File: src/rtl/mcyc_div_pkg.sv
package mcyc_div_pkg;

    localparam int DEF_FAST_DIV = 4;
    localparam int DEF_SLOW_DIV = 1024;

    typedef enum logic {
        RATE_FAST = 1'b0,
        RATE_SLOW = 1'b1
    } rate_e;

    typedef struct packed {
        logic slow_req;
        logic swb_en;
    } ctrl_word_t;

    function automatic logic wake_hit(input logic enable, input logic irq, input logic ser);
        return enable & (irq | ser);
    endfunction

endpackage

File: src/rtl/mcyc_div_ctrl.sv
module mcyc_div_ctrl
    import mcyc_div_pkg::*;
(
    input  logic       clk,
    input  logic       rst,
    input  logic       wr_en,
    input  ctrl_word_t wr_word,
    input  logic       ext_irq,
    input  logic       serial_act,
    input  logic       slow_mode,
    output logic       pm_req,
    output logic       swb_flag
);

    ctrl_word_t ctrl_q;
    logic       flag_q;
    logic       wake;

    assign wake = wake_hit(ctrl_q.swb_en, ext_irq, serial_act);

    always_ff @(posedge clk) begin
        if (rst) begin
            ctrl_q <= '0;
            flag_q <= 1'b0;
        end else begin
            if (wr_en) begin
                ctrl_q.swb_en <= wr_word.swb_en;
            end
            if (wake) begin
                ctrl_q.slow_req <= 1'b0;
            end else if (wr_en) begin
                ctrl_q.slow_req <= wr_word.slow_req;
            end
            if (wake && (ctrl_q.slow_req || slow_mode)) begin
                flag_q <= 1'b1;
            end else if (wr_en) begin
                flag_q <= 1'b0;
            end
        end
    end

    assign pm_req   = ctrl_q.slow_req;
    assign swb_flag = flag_q;


    switchback_clears_chk: assert property (@(posedge clk) disable iff (rst)
        (ctrl_q.swb_en && (ext_irq || serial_act)) |=> !pm_req);


    disabled_no_effect_chk: assert property (@(posedge clk) disable iff (rst)
        (!ctrl_q.swb_en && !wr_en) |=> ($stable(pm_req) && $stable(swb_flag)));


    ignored_write_chk: assert property (@(posedge clk) disable iff (rst)
        (wr_en && wr_word.slow_req && ctrl_q.swb_en && serial_act) |=> !pm_req);

endmodule

File: src/rtl/mcyc_div_counter.sv
module mcyc_div_counter
    import mcyc_div_pkg::*;
#(
    parameter int FAST_DIV = DEF_FAST_DIV,
    parameter int SLOW_DIV = DEF_SLOW_DIV
) (
    input  logic clk,
    input  logic rst,
    input  logic want_slow,
    output logic mc_stb,
    output logic slow_mode
);

    localparam int CW = (SLOW_DIV > 1) ? $clog2(SLOW_DIV) : 1;
    localparam logic [CW-1:0] FAST_LAST = CW'(FAST_DIV - 1);
    localparam logic [CW-1:0] SLOW_LAST = CW'(SLOW_DIV - 1);

    rate_e         rate_q;
    logic [CW-1:0] cnt_q;
    logic [CW-1:0] last;
    logic          at_end;

    assign last   = (rate_q == RATE_SLOW) ? SLOW_LAST : FAST_LAST;
    assign at_end = (cnt_q == last);

    always_ff @(posedge clk) begin
        if (rst) begin
            cnt_q  <= '0;
            rate_q <= RATE_FAST;
        end else if (at_end) begin
            cnt_q  <= '0;
            rate_q <= want_slow ? RATE_SLOW : RATE_FAST;
        end else begin
            cnt_q  <= cnt_q + 1'b1;
        end
    end

    assign mc_stb    = at_end && !rst;
    assign slow_mode = (rate_q == RATE_SLOW);


    stb_width_chk: assert property (@(posedge clk) disable iff (rst)
        mc_stb |=> !mc_stb);


    mode_at_boundary_chk: assert property (@(posedge clk) disable iff (rst)
        !mc_stb |=> $stable(slow_mode));


    fast_range_chk: assert property (@(posedge clk) disable iff (rst)
        !slow_mode |-> (cnt_q <= FAST_LAST));

endmodule

File: src/rtl/mcyc_div.sv
module mcyc_div
    import mcyc_div_pkg::*;
#(
    parameter int FAST_DIV = DEF_FAST_DIV,
    parameter int SLOW_DIV = DEF_SLOW_DIV
) (
    input  logic clk,
    input  logic rst,
    input  logic wr_en,
    input  logic wr_slow_req,
    input  logic wr_swb_en,
    input  logic ext_irq,
    input  logic serial_act,
    output logic mc_stb,
    output logic slow_mode,
    output logic pm_req,
    output logic swb_flag
);

    ctrl_word_t word;

    assign word.slow_req = wr_slow_req;
    assign word.swb_en   = wr_swb_en;

    mcyc_div_ctrl u_ctrl (
        .clk        (clk),
        .rst        (rst),
        .wr_en      (wr_en),
        .wr_word    (word),
        .ext_irq    (ext_irq),
        .serial_act (serial_act),
        .slow_mode  (slow_mode),
        .pm_req     (pm_req),
        .swb_flag   (swb_flag)
    );

    mcyc_div_counter #(
        .FAST_DIV (FAST_DIV),
        .SLOW_DIV (SLOW_DIV)
    ) u_cnt (
        .clk       (clk),
        .rst       (rst),
        .want_slow (pm_req),
        .mc_stb    (mc_stb),
        .slow_mode (slow_mode)
    );

endmodule

File: config.mk
export PLATFORM = sky130hd
export DESIGN_NAME = mcyc_div
export DESIGN_NICKNAME = d
export VERILOG_FILES = /design/src/rtl/mcyc_div_pkg.sv /design/src/rtl/mcyc_div_ctrl.sv /design/src/rtl/mcyc_div_counter.sv /design/src/rtl/mcyc_div.sv
export SDC_FILE = /design/constraint.sdc
export NUM_CORES = 1
export LEC_CHECK = 0
export CORE_MARGIN = 5
export CORE_UTILIZATION = 45
export CTS_CLUSTER_SIZE = 20
export DETAILED_ROUTE_END_ITERATION = 10
export PLACE_DENSITY = 0.8
export SLEW_MARGIN = 5
export SYNTH_ARGS = -nofsm -noshare
export SYNTH_HDL_FRONTEND = slang
export SYNTH_HIERARCHICAL = 1
export SYNTH_SLANG_ARGS = --single-unit
File: constraint.sdc
create_clock -name clk -period 4.6 [get_ports clk]
set_input_delay 0.92 -clock clk [delete_from_list [all_inputs] [get_ports clk]]
set_output_delay 0.92 -clock clk [all_outputs]
set_load 0.02 [all_outputs]
==> results of run 1 <==
synthesized netlist by cell type, drive strengths merged:
master,number
a21oi,1
a31oi,1
and2,1
and3,2
dfxtp,14
ha,1
mux2i,2
nand2,3
nand2b,2
nand3,6
nand3b,1
nand4,1
nor2,15
nor3,2
nor4,1
nor4b,1
o21a,1
o21ai,1
o221ai,1
or3,1
xnor2,5
xor2,3
power breakdown:
group	total (mW)	leakage, nW	internal, mW	switching (mW)
Clock	0.0649	0.0138	0.0303	0.0346
Combinational	0.0244	0.146	0.0134	0.0110
Sequential	0.129	0.114	0.125	0.00381
Total	0.219	0.274	0.169	0.0495
metrics by stage:
stage	cell area, µm²	setup slack, ps
2_1_floorplan	617	2180
3_3_place_gp	736	1500
3_5_place_dp	736	1490
4_1_cts	758	1370
5_1_grt	758	1290
6_report	758	1380
critical path, stage by stage, from the launching register on:
cell,delay (ps)
dfxtp_1,360
ha_1,270
nand3_1,130
or3_4,410
and2_4,180
nor2_1,70
clkdlybuf4s50_1,610
cell families (layout without fill, tap and decap cells):
family	count (synthesis)	in the layout	synth area share
buf+inv	0	13	0
xor+xnor	8	8	0.114
simple gates	36	36	0.320
compound gates	5	5	0.0588
fa+ha+maj	1	1	0.0203
flops	14	14	0.454
mux	2	2	0.0325
worst paths after layout:
check / endpoint / slack, ps
max: mc_stb / 1380
min: u_cnt/cnt_q[0] / 450
max reg2reg: u_cnt/cnt_q[8] / 2990
min reg2reg: u_cnt/cnt_q[0] / 450
registers in the layout, indices dropped and copies added (netlist names):
signal / cells
u_ctrl/swb_flag: 1
u_ctrl/ctrl_q: 1
u_ctrl/pm_req: 1
u_cnt/cnt_q: 10
u_cnt/slow_mode: 1
cells in the final DEF (no fill, tap or decap), drive strengths merged:
cell and n:
a21oi 1, a31oi 1, and2 1, and3 2
clkbuf 3, clkdlybuf4s50 10, dfxtp 14, ha 1
mux2i 2, nand2 3, nand2b 2, nand3 6
nand3b 1, nand4 1, nor2 15, nor3 2
nor4 1, nor4b 1, o21a 1, o21ai 1
o221ai 1, or3 1, xnor2 5, xor2 3
area by class of cell:
cell class                      count  area [µm²]  share of cell area
Multi-Input combinational cell     52         337               0.444
Timing Repair Buffer               10         100               0.132
Sequential cell                    14         280               0.370
Clock buffer                        3        22.5              0.0297
Tap cell                           15        18.8              0.0248
routing by layer:
layer | vias to the layer above | track usage | part of all wire
met4 | 0 | 0.0829 | 0.0034
met2 | 19 | 0.192 | 0.45
li1 | 255 | - | -
met3 | 2 | 0.0230 | 0.080
met1 | 221 | 0.142 | 0.46
met5 | - | 0 | 0
==> reports/summary.txt, run 1 <==
Synth Area per Inst - 9.35 µm²
Global route overflow - 0
Power Total - 0.219 mW
Fmax - 311 MHz
Critical Path RT - 3680 ps
Clock Skew - 2.04 ps
Core Rows - 13
Final Slew Violations - 0
First-pass GRT wire length - 1830 µm
Fin. Hold Viols - 0
PwrDens - 288 nW/µm²
Worst-Margin Slew - 432 ps
Via density - 5.29
Crit path max fanout - 5
Worst setup path class - reg -> out
Synthesis-to-finish area growth - 22.9%
Ant. Diodes - 0
RSZ-0062 raised after global routing - false
Die span in y - 47.0 µm
Period utilization - 0.699
CTS tree - done
Final wirelength - 1170 µm
Max H-tree Level - 1
Maximum VDD drop - 0.183 mV
Slew margin rel. - 0.708
CTS clk-pin slew, worst paths - 70 ps
Period minus WS final - 3220 ps
Top post-synthesis cells by area - dfxtp_1, nor2_1, xnor2_1, nand3_1, xor2_1
Hold path start - u_cnt/cnt_q[0]
RR Startpoint - u_cnt/cnt_q[0]
Placed Cells - 91
DRT Pass-1 Iters - 4
Core Util, Final - 0.583
1st-iter DRT viols - 8
Core area - 1300 µm²
Net Count, Synth - 74
Reg2Reg Depth - 5
Crit. End Element - output port
Syn. warnings - 6
Run status - finished, final reports clean
Final setup TNS - 0 ps
Clock Sinks - 14
I/O pin total - 11
Fill cell count - 120
Post-synth top area share - 0.454
Starting Density - 0.474
Wire per inst - 12.4 µm
Post-CTS setup buffers - 0
Cell taking the most area after synthesis - dfxtp_1
Clk Latency, worst-skew pair - 270 ps
HPWL reported at the end of detailed placement - 870 µm
Vias - 497
WHS - 452 ps
Post-cts sizing count - 0
CTS Buffer Depth - 2
Clk root buf - clkbuf_4
Layout cell share with drive strength beyond 1 - 0.139
Residual DRC - 0
Placer Congestion - 0.807
Leak - 0.274 nW
Register area share after synthesis - 0.454
Vias in the first global route - 452
Hold Path Class - reg -> reg
Cell Area, Synth - 617 µm²
Total track usage - 0.119
Initial antenna violation count - 0
Post-route ant nets - 0
Crit path launch - u_cnt/cnt_q[0]
Setup violators final - 0
Worst hold path cell count - 1
Cell variety after synth - 24
Crit path launch type - register
Non-Filler Instances - 94
Chip width - 47.0 µm
Layout net count - 89
Worst EP arrival - 2300 ps
Mapped Cells - 66
Max-Cap Viols - 0
Post-synthesis register bit count - 14
Largest net degree at the start of global routing - 10
CTS Buf Count - 3
Die ar. - 2210 µm²
# port buffers - 10
Hold_buf cts - 0
(Power assumes the default switching activity.)
==> inputs of run 2 (changes only) <==
Settings changed: CORE_UTILIZATION 45 to 43.
Clock period 4.6 ns to 2.8 ns, I/O delays scaled along.
==> run 2 against run 1 <==
  * Non-clock buffer count is the same
  * Final cell count is the same
  * Clock power grew 63%
  * Combinational power grew 64%
  * Critical endpoint unchanged
  * Largest cell class unchanged
==> reports/summary.txt, run 2 (synthesis gave the netlist of run 1 again) <==
Post-route ant nets - 0 (unchanged)
Clock Skew - 0.331 ps (-1.71 ps)
I/O pin total - 11 (unchanged)
Worst setup path class - reg -> out
Period utilization - 0.911
Maximum VDD drop - 0.308 mV (+68%)
Fin. Hold Viols - 0 (unchanged)
Starting Density - 0.462 (-0.0116)
Via density - 5.27 (-0.40%)
Final wirelength - 1080 µm (-7.8%)
Reg-to-reg endpoint - u_cnt/cnt_q[5]
CTS clk-pin slew, worst paths - 70 ps (about the same)
Period minus WS final - 2550 ps
Max reg flops - 10 (unchanged)
Reg2Reg Depth - 5 (unchanged)
Clk root buf - clkbuf_4
Final Slew Violations - 0 (unchanged)
Total track usage - 0.113 (-0.00630)
Most common cell after layout, fill and taps aside - nor2_1
RSZ-0062 raised after global routing - false
Setup violators final - 0 (unchanged)
Post-CTS setup buffers - 0 (unchanged)
Hold_buf cts - 0 (unchanged)
Crit. End Element - output port
Global route overflow - 0 (unchanged)
Layout cell share with drive strength beyond 1 - 0.139 (unchanged)
DRT Pass-1 Iters - 2 (-2)
Clk Latency, worst-skew pair - 270 ps (about the same)
Slowest stage delay, CP - 400 ps (-210 ps)
Crit path max fanout - 5 (unchanged)
Most frequent cells in the layout - nor2_1, dfxtp_1, clkdlybuf4s50_1
Chip width - 47.9 µm (+1.8%)
Largest net degree at the start of global routing - 10 (unchanged)
Slew margin rel. - 0.716 (+0.00767)
Crit path launch type - register
PwrDens - 474 nW/µm² (+64%)
Critical Path RT - 2240 ps (-1440 ps)
Fmax - 392 MHz
Run status - finished, final reports clean
Layout net count - 89 (unchanged)
Worst-Margin Slew - 420 ps (-11.3 ps)
Initial antenna violation count - 0 (unchanged)
Hold Path End - u_cnt/cnt_q[0]
Hold path start - u_cnt/cnt_q[0]
Ant. Diodes - 0 (unchanged)
CP max stage cell - or3_4
Die span in y - 47.9 µm (+1.8%)
First-pass GRT wire length - 1770 µm (-3.0%)
Final setup TNS - 0 ps (unchanged)
Core Rows - 13 (unchanged)
WHS - 455 ps (+3.05 ps)
Max H-tree Level - 1 (unchanged)
CTS Buffer Depth - 2 (unchanged)
Worst hold path cell count - 1 (unchanged)
Clock Sinks - 14 (unchanged)
Reg with most FFs - u_cnt/cnt_q
RR Startpoint - u_cnt/cnt_q[0]
Die ar. - 2290 µm² (+3.6%)
Worst EP arrival - 1990 ps (-310 ps)
Leak - 0.278 nW (+1.7%)
Vias - 495 (-0.40%)
CTS Buf Count - 3 (unchanged)
Final Cell Area - 757 µm² (-0.16%)
Wire per inst - 11.5 µm (-7.8%)
Residual DRC - 0 (unchanged)
CTS tree - done
1st-iter DRT viols - 5 (-3)
Max-Cap Viols - 0 (unchanged)
R2R Setup Slk - 1230 ps (-1760 ps)
Hold Path Class - reg -> reg
HPWL reported at the end of detailed placement - 814 µm (-6.5%)
Placer Congestion - 0.874 (+8.3%)
Core area - 1330 µm² (+2.5%)
Critical path cell sequence - ha_1, nand3_1, or3_4, and2_4, nor2_1, dlygate4sd2_1
Placed Area - 736 µm² (unchanged)
# port buffers - 10 (unchanged)
Synthesis-to-finish area growth - 22.7%
Core Util, Final - 0.568 (-0.0151)
Vias in the first global route - 452 (unchanged)
==> run 2: cell count changes in the layout (fill, tap and decap cells not counted) <==
cell             before  now
clkdlybuf4s50_1      10    9
dlygate4sd2_1         0    1
==> run 2: worst max path at each step <==
stage	from	to	slack, ps	depth (start not counted)
floorplan	u_cnt/cnt_q[0]	mc_stb	740	5
global placement	u_cnt/cnt_q[0]	mc_stb	310	6
detailed placement	u_cnt/cnt_q[0]	mc_stb	270	6
CTS	u_cnt/cnt_q[0]	mc_stb	240	6
global route	u_cnt/cnt_q[0]	mc_stb	70	6
finish	u_cnt/cnt_q[0]	mc_stb	250	6
==> run 2: final cells by class <==
| class | count | area, µm² |
|---|---|---|
| Clock buffer | 3 | 22.5 |
| Multi-Input combinational cell | 52 | 337 |
| Sequential cell | 14 | 280 |
| Fill cell | 136 | 577 |
| Timing Repair Buffer | 10 | 98.8 |
| Tap cell | 15 | 18.8 |
==> run 2: repair_timing <==
action                                  4_1_cts  5_1_grt
endpoints found under the setup margin        1        0
hold endpoints to repair                      0        0
resized for setup                             1        0
==> run 2: critical path: cells and delay by family, from the launching register on <==
family	cells	cell delay, ps
simple gates	4	760
fa+ha+maj	1	250
buf+inv	1	340
flops	1	360
==> run 2: power breakdown <==
group	internal [mW]	switching, mW	total [mW]
Combinational	0.0217	0.0181	0.0399
Clock	0.0498	0.0566	0.106
Sequential	0.206	0.00614	0.212
Total	0.278	0.0808	0.359
==> run 2: per-layer routing <==
| layer | GRT usage | routed length [µm] | vias to the layer above |
|---|---|---|---|
| li1 | - | - | 257 |
| met3 | 0.0338 | 95 | 2 |
| met4 | 0.0806 | 24 | 0 |
| met2 | 0.169 | 428 | 15 |
| met5 | 0 | 0 | - |
| met1 | 0.137 | 529 | 221 |
==> run 2: stage by stage <==
stage	setup WS, ps	power, mW	cells
2_1_floorplan	743	0.238	66
3_3_place_gp	309	0.257	91
3_5_place_dp	267	0.257	91
4_1_cts	236	0.366	94
5_1_grt	72.4	0.381	94
6_report	248	0.359	94
==> inputs of run 3 (changes only) <==
Settings changed: ABC_AREA set to 1, CORE_UTILIZATION 43 to 39, PLACE_DENSITY 0.8 to 0.73.
==> run 3 against run 2 <==
  * Synthesized cell count rose by 36%
  * Utilization fell by 5.5 points
  * Highest routed layer is now met3
  * Clock skew rose by 5.2 ps
  * Worst setup slack improved by 88 ps
  * Critical path depth rose by 1
  * Sequential share of layout area fell by 6.0 points
  * Register-to-register slack improved by 160 ps
  * Via count rose by 15%
==> reports/summary.txt, run 3 <==
Pint - 0.311 mW (+12%)
RSZ-0062 raised after global routing - false
Clock power share - 0.350 (+0.053)
Core Rows - 15 (+2)
Via density - 4.40 (-17%)
Slew margin rel. - 0.834 (+0.118)
Combinational power share - 0.132 (+0.021)
Area share of fa/ha/maj cells after synthesis - 0.0170 (-0.00328)
Post-cts sizing count - 0 (-1)
Max H-tree Level - 1 (unchanged)
Post-route ant nets - 0 (unchanged)
Final setup TNS - 0 ps (unchanged)
Post-synth top area share - 0.381 (-0.0734)
Hold Path Class - reg -> reg
Period utilization - 0.880 (-0.0313)
HPWL reported at the end of detailed placement - 1000 µm (+23%)
Number of synthesized flops with an enable pin - 0 (unchanged)
Maximum VDD drop - 0.348 mV (+13%)
Clk root buf - clkbuf_4
Net Count, Synth - 98 (+32%)
CTS Buf Count - 3 (unchanged)
Power Total - 0.414 mW (+15%)
Max reg flops - 10 (unchanged)
Register area share after synthesis - 0.381 (-0.0734)
RR Startpoint - u_cnt/cnt_q[0]
Max-Cap Viols - 0 (unchanged)
Ant. Diodes - 0 (unchanged)
Final Slew Violations - 0 (unchanged)
Worst setup path class - reg -> out
CTS clk-pin slew, worst paths - 90 ps (+20 ps)
XOR/XNOR Fraction of Synth Area - 0.0833 (-0.0303)
Cell Area, Synth - 736 µm² (+19%)
Most frequent cells in the layout - nand2_1, dfxtp_1, nor2_1
P_sw - 0.103 mW (+27%)
Async SR Flop Fraction - 0 (unchanged)
Final wirelength - 1260 µm (+17%)
Core area - 1760 µm² (+32%)
Clock Sinks - 14 (unchanged)
Critical Path RT - 2240 ps (about the same)
Slowest stage delay, CP - 620 ps (+220 ps)
Wire per inst - 9.80 µm (-15%)
Setup violators final - 0 (unchanged)
Seq pwr share - 0.518 (-0.074)
Hold path start - u_ctrl/ctrl_q[0]
Cell variety after synth - 23 (-4.2%)
Vias - 567 (+15%)
Placer Congestion - 0.780 (-11%)
# port buffers - 10 (unchanged)
Post-synthesis compound-gate area fraction - 0.0646 (+0.00580)
Crit. End Element - output port
Worst-Margin Slew - 250 ps (-171 ps)
Synth Area per Inst - 8.17 µm² (-13%)
Top post-synthesis cells by area - dfxtp_1, nor2_2, nand2_1, nor2_1, inv_1
Residual DRC - 0 (unchanged)
Worst EP arrival - 1900 ps (-90 ps)
Sw Share - 0.249 (+0.0233)
Die ar. - 2850 µm² (+25%)
Mapped Cells - 90 (+36%)
Crit path launch - u_cnt/cnt_q[2]
PwrDens - 458 nW/µm² (-3.2%)
First-pass GRT wire length - 2090 µm (+18%)
DRT Pass-1 Iters - 4 (+2)
Reg with most FFs - u_cnt/cnt_q
Synthesis-to-finish area growth - 22.8% (about the same)
1st-iter DRT viols - 7 (+2)
Most used DFF post-synth - dfxtp_1
Leak - 0.346 nW (+24%)
Initial antenna violation count - 0 (unchanged)
Mux cell area share after synthesis - 0 (-0.0325)
Fmax - 406 MHz (+3.6%)
CP max stage cell - clkdlybuf4s50_1
Synth Area in Simple Gates - 0.398 (+0.0775)
CTS Buffer Depth - 2 (unchanged)
Cell taking the most area after synthesis - dfxtp_1
Synth cell count leaders - dfxtp_1, nand2_1, nor2_1, inv_1, nor2_2
Run status - finished, final reports clean
Chip width - 53.4 µm (+12%)
Vias in the first global route - 491 (+8.6%)
Crit path launch type - register
Critical path cell sequence - nand2_1, nor2_1, nand2_1, nand2_2, nand3_4, nor2_1, clkdlybuf4s50_1
Clock Skew - 5.54 ps (+5.21 ps)
Core Util, Final - 0.512 (-0.0555)
Syn. warnings - 6 (unchanged)
Total track usage - 0.104 (-0.00941)
Crit path max fanout - 6 (+1)
Clk Latency, worst-skew pair - 280 ps (about the same)
Period minus WS final - 2460 ps (-87.5 ps)
Post-synthesis register bit count - 14 (unchanged)
Hold_buf cts - 0 (unchanged)
Fin. Hold Viols - 0 (unchanged)
Global route overflow - 0 (unchanged)
Post-CTS setup buffers - 0 (unchanged)
Largest net degree at the start of global routing - 11 (+1)
Layout cell share with drive strength beyond 1 - 0.260 (+0.120)
CTS tree - done
Largest family of logic cells by synthesized area - simple AND/OR/NAND/NOR gates
Die span in y - 53.4 µm (+12%)
I/O pin total - 11 (unchanged)
Layout net count - 113 (+27%)
Starting Density - 0.417 (-0.0455)
==> run 3: metal layers <==
layer  GRT usage  vias to the layer above  wire, µm  part of all wire
li1            -                      309         -                 -
met1       0.116                      253       574              0.45
met2       0.173                        5       645              0.51
met3      0.0507                        0        43             0.034
met4      0.0255                        0         0                 0
met5           0                        -         0                 0
==> run 3: final timing paths <==
path / end / slack [ps] / cells after the start
max: mc_stb / 340 / 7
min: u_ctrl/ctrl_q[0] / 480 / 2
max reg2reg: u_cnt/cnt_q[8] / 1390 / 6
min reg2reg: u_ctrl/ctrl_q[0] / 480 / 2
==> run 3: stage by stage <==
step / hold WS [ps] / instance area (µm²) / setup WS [ps] / std cells
floorplan: 439 / 736 / 1110 / 90
finish: 475 / 903 / 336 / 129
global placement: 457 / 867 / 504 / 125
global route: 510 / 903 / 152 / 129
CTS: 477 / 903 / 300 / 129
detailed placement: 462 / 867 / 456 / 125
==> run 3: critical path: cells and delay by family, from the launching register on <==
| family | cells | cell delay, ps |
|---|---|---|
| buffers and inverters | 1 | 620 |
| DFF | 1 | 460 |
| and+or+nand+nor | 6 | 550 |
==> run 3: area by class of cell <==
class | count | area, µm²
inverters | 11 | 41.3
flip-flops and latches | 14 | 280
clock buffers | 4 | 36.3
multi-input cells | 65 | 414
repair buffers | 10 | 100
well taps | 25 | 31.3
fillers | 181 | 861
==> run 3: cell families (layout without fill, tap and decap cells) <==
kind of cell	count (synthesis)	in the layout
compound gates	7	7
xor+xnor	7	7
fa+ha+maj	1	1
buf+inv	11	25
flops	14	14
simple gates	50	50
==> run 3: power by group through the flow <==
| stage | clock, mW | sequential, mW | combinational, mW |
|---|---|---|---|
| finish | 0.145 | 0.214 | 0.0546 |
| global placement | 0 | 0.219 | 0.0539 |
| detailed placement | 0 | 0.219 | 0.0551 |
| global route | 0.164 | 0.216 | 0.0610 |
| floorplan | 0 | 0.220 | 0.0354 |
| CTS | 0.152 | 0.214 | 0.0554 |
